==> src/rtl/gpio_edge_port.sv <==
module gpio_edge_port #(
  parameter int W  = 8,
  parameter int AW = 3
) (
  input  logic          clk,
  input  logic          rst_n,
  input  logic          bus_en,
  input  logic          bus_we,
  input  logic [AW-1:0] bus_addr,
  input  logic [W-1:0]  bus_wdata,
  output logic [W-1:0]  bus_rdata,
  input  logic [W-1:0]  pad_in,
  output logic [W-1:0]  pad_oe,
  output logic [W-1:0]  pad_out,
  output logic [W-1:0]  pad_rdrv,
  output logic [W-1:0]  pad_pu,
  output logic [W-1:0]  pad_pd,
  output logic          irq
);
  localparam logic [AW-1:0] A_LVL  = AW'(0);
  localparam logic [AW-1:0] A_DIR  = AW'(1);
  localparam logic [AW-1:0] A_RDRV = AW'(2);
  localparam logic [AW-1:0] A_PEN  = AW'(3);
  localparam logic [AW-1:0] A_POL  = AW'(4);
  localparam logic [AW-1:0] A_IEN  = AW'(5);
  localparam logic [AW-1:0] A_FLG  = AW'(6);

  logic [W-1:0] lvl_q, dir_q, rdrv_q, pen_q, pol_q, ien_q, flag_q;
  logic [W-1:0] sync1_q, sync2_q, prev_q;
  logic [W-1:0] rise, fall, hit, clr, rmux;
  logic         wr, rd;

  assign wr = bus_en & bus_we;
  assign rd = bus_en & ~bus_we;

  always_ff @(posedge clk) begin
    if (!rst_n) begin
      lvl_q  <= '0;
      dir_q  <= '0;
      rdrv_q <= '0;
      pen_q  <= '0;
      pol_q  <= '0;
      ien_q  <= '0;
    end else if (wr) begin
      case (bus_addr)
        A_LVL:   lvl_q  <= bus_wdata;
        A_DIR:   dir_q  <= bus_wdata;
        A_RDRV:  rdrv_q <= bus_wdata;
        A_PEN:   pen_q  <= bus_wdata;
        A_POL:   pol_q  <= bus_wdata;
        A_IEN:   ien_q  <= bus_wdata;
        default: ;
      endcase
    end
  end

  always_ff @(posedge clk) begin
    if (!rst_n) begin
      sync1_q <= '0;
      sync2_q <= '0;
      prev_q  <= '0;
    end else begin
      sync1_q <= pad_in;
      sync2_q <= sync1_q;
      prev_q  <= sync2_q;
    end
  end

  assign rise = sync2_q & ~prev_q;
  assign fall = ~sync2_q & prev_q;
  assign hit  = ien_q & ((pol_q & rise) | (~pol_q & fall));
  assign clr  = (wr && bus_addr == A_FLG) ? bus_wdata : '0;

  always_ff @(posedge clk) begin
    if (!rst_n) flag_q <= '0;
    else        flag_q <= (flag_q & ~clr) | hit;
  end

  assign irq = |(flag_q & ien_q);

  assign pad_oe   = dir_q;
  assign pad_out  = dir_q & lvl_q;
  assign pad_rdrv = dir_q & rdrv_q;
  assign pad_pu   = ~dir_q & pen_q & ~pol_q;
  assign pad_pd   = ~dir_q & pen_q & pol_q;

  always_comb begin
    case (bus_addr)
      A_LVL:   rmux = (dir_q & lvl_q) | (~dir_q & sync2_q);
      A_DIR:   rmux = dir_q;
      A_RDRV:  rmux = rdrv_q;
      A_PEN:   rmux = pen_q;
      A_POL:   rmux = pol_q;
      A_IEN:   rmux = ien_q;
      A_FLG:   rmux = flag_q;
      default: rmux = '0;
    endcase
  end

  always_ff @(posedge clk) begin
    if (!rst_n)  bus_rdata <= '0;
    else if (rd) bus_rdata <= rmux;
  end
endmodule


==> config.mk <==
export PLATFORM = sky130hd
export DESIGN_NAME = gpio_edge_port
export DESIGN_NICKNAME = d
export VERILOG_FILES = /design/src/rtl/gpio_edge_port.sv
export SDC_FILE = /design/constraint.sdc
export NUM_CORES = 1
export LEC_CHECK = 0
export CAP_MARGIN = 30
export CORE_AREA = 5 5 78 98
export DETAILED_ROUTE_END_ITERATION = 12
export DIE_AREA = 0 0 83 103
export DONT_BUFFER_PORTS = 1
export GPL_ROUTABILITY_DRIVEN = 1
export PLACE_DENSITY = 0.8
export SETUP_SLACK_MARGIN = 0.4
export SYNTH_ARGS = -nofsm -noshare
export SYNTH_HDL_FRONTEND = slang
export SYNTH_SLANG_ARGS = --single-unit
==> constraint.sdc <==
create_clock -name clk -period 3.07 [get_ports clk]
set_input_delay 0.614 -clock clk [delete_from_list [all_inputs] [get_ports clk]]
set_output_delay 0.614 -clock clk [all_outputs]
set_load 0.05 [all_outputs]
==> reports/qor.csv <==
metric,value,unit
vias in the first global route,3204,
CTS tree,yes,
pre-CTS WS,0.957,ns
CTS root buf,clkbuf_8,
share of layout cells above drive strength 1,9.60,%
P_sw,0.494,mW
Crit Path Max Fanout,8,
dpl hpwl,6.93,mm
"Distinct cells, synth",36,
outcome,"finished, final reports clean",
global route total overflow,0,
"Avg Cell Area, Syn",8.90,um2
min cycle time layout,2.35,ns
Synth area leader,dfxtp_1,
"FF+latch count, synth",88,
Post-synth EDFFs,0,
Comb pwr share,5.5,%
Hold Fails Final Rpt,0,
Post-CTS Setup Inserts,0,
"count leader, synth",dfxtp_1,
drt total wl,10.5,mm
Critical Path RT,2.46,ns
period utilization,76.7,%
Area after DPL,4090,um2
clk_lat worst skew,0.35,ns
Initial Util,60.4,%
element type at the critical path start,flop,
asr flop ratio synth,0,%
vias,3383,
drt first pass iters,5,
CTS Hold Bufs,0,
CTS buffer count,9,
Die H,103,um
Max clock buf depth,2,
Peak VDD IR,0.304,mV
n_diodes,0,
Starting DRT DRC Count,430,
area growth from synthesis to layout,5.92,%
main flop type after synthesis,dfxtp_1,
Ports,72,
FMAX,425,MHz
Layout Utilization,63.9,%
Hold WC Path Type,in -> reg,
ratio of total power to cell area,500,nW/um2
Yosys Warn Count,0,
"Critical Path, Cell by Cell",and2_1,
first-pass GRT wire length,16.8,mm
# resized after CTS,0,
most frequent cells after synthesis,"88 x dfxtp_1, 55 x nand2_1, 54 x o21ai_0",
GRT Overall Usage,24.6,%
Post-Syn Area,4060,um2
CP bufs+invs,0,
"reg-to-reg slack, setup",0.97,ns
"Slowest-stage cell, CP",dfxtp_1,
Die Area,8550,um2
H-tree levels,3,
Fin Setup TNS,0,ns
RSZ-0062 raised after global routing,false,
Antenna Nets Post-Route,0,
Avg WL per Cell,19.5,um
Worst path max stage delay,0.81,ns
vias per std cell,6.29,
crit path DAT,1.74,ns
synth top area cells,"dfxtp_1 43%, a21boi_0 8.1%, o21ai_0 6.7%",
Slew HR,41.9,%
final routed DRC violation total,0,
switch share,23.0,%
Final Max Slew Viols,0,
die width,83,um
min setup slack post-route,0.716,ns
final std cells w/o fill,538,
Synth top area share,43.4,%
nets,467,
Worst-Margin Slew,0.869,ns
gpl congestion,0.879,
sequential area share after synthesis,43.4,%
Internal Pwr Total,1.66,mW
Critical Path End Type,primary output,
Std-Cell Rows,34,
clock skew,0.00565,ns
Top delay family on crit path,flip-flops,
Leak,1.59,nW
CTS Sinks,88,
total core area,6720,um2
# port buffers,0,
Post-Syn Nets,479,
cell count after synthesis,456,
initial antenna violation count,0,
Sequential Power Share,55.8,%
fin area,4300,um2
Crit Path Category,reg -> out,
Total Power,2.15,mW
largest net degree at the start of global routing,83,
Clk pwr share,38.7,%
"Setup violations, final",0,
clock-pin slew on the worst setup and hold paths,0.08,ns
placed insts,523,
final hold slack,0.381,ns
MaxCap Viol Count,0,
## final cells by class
type | instances | area (um2)
timing repair buffer | 4 | 30.0
clock buffer | 13 | 169
tap | 90 | 113
multi-input combinational | 331 | 2150
fill | 611 | 2420
inverter | 10 | 37.5
sequential | 88 | 1760
clock inverter | 2 | 37.5
## worst paths after layout
check | start | end | depth (start not counted)
max | pad_oe[0] | pad_out[0] | 1
min | pad_in[0] | sync1_q[0] | 1
max reg2reg | pad_oe[3] | bus_rdata[3] | 4
min reg2reg | sync1_q[6] | sync2_q[6] | 1
## cells by family after synthesis
family          Yosys count  share of synthesized area (%)
mux                      19                           4.93
compound gates          144                           23.9
flops                    88                           43.4
simple gates            168                           23.2
buf+inv                  37                           4.59
## routing by layer
metal / share of wire (%) / track usage (%)
met5: 0 / 0
met4: 2.4 / 10.9
met3: 8.8 / 6.63
met2: 47 / 38.5
met1: 42 / 32.2
## cells in the final DEF, fill, tap and decap left out, types with 8 or more instances in the layout
cell type / netlist / routed
a21boi_0: 44 / 44
a221oi_1: 10 / 10
a22oi_1: 9 / 9
and2_1: 40 / 40
and3b_1: 9 / 9
clkbuf_8: 0 / 12
dfxtp_1: 88 / 88
inv_1: 10 / 10
mux2_2: 8 / 8
mux2i_1: 11 / 11
nand2_1: 55 / 55
nand3_1: 9 / 9
nor2_1: 10 / 10
nor2b_1: 13 / 13
nor3b_1: 17 / 9
nor3b_2: 0 / 8
o21ai_0: 54 / 54
## power groups by stage
stage	Combinational [mW]	Sequential, mW	Clock (mW)
after floorplan	0.115	1.22	0
after global placement	0.113	1.23	0
after detailed placement	0.115	1.23	0
after CTS	0.116	1.20	0.844
after global routing	0.126	1.20	0.890
final	0.117	1.20	0.833
(Power assumes the default switching activity.)
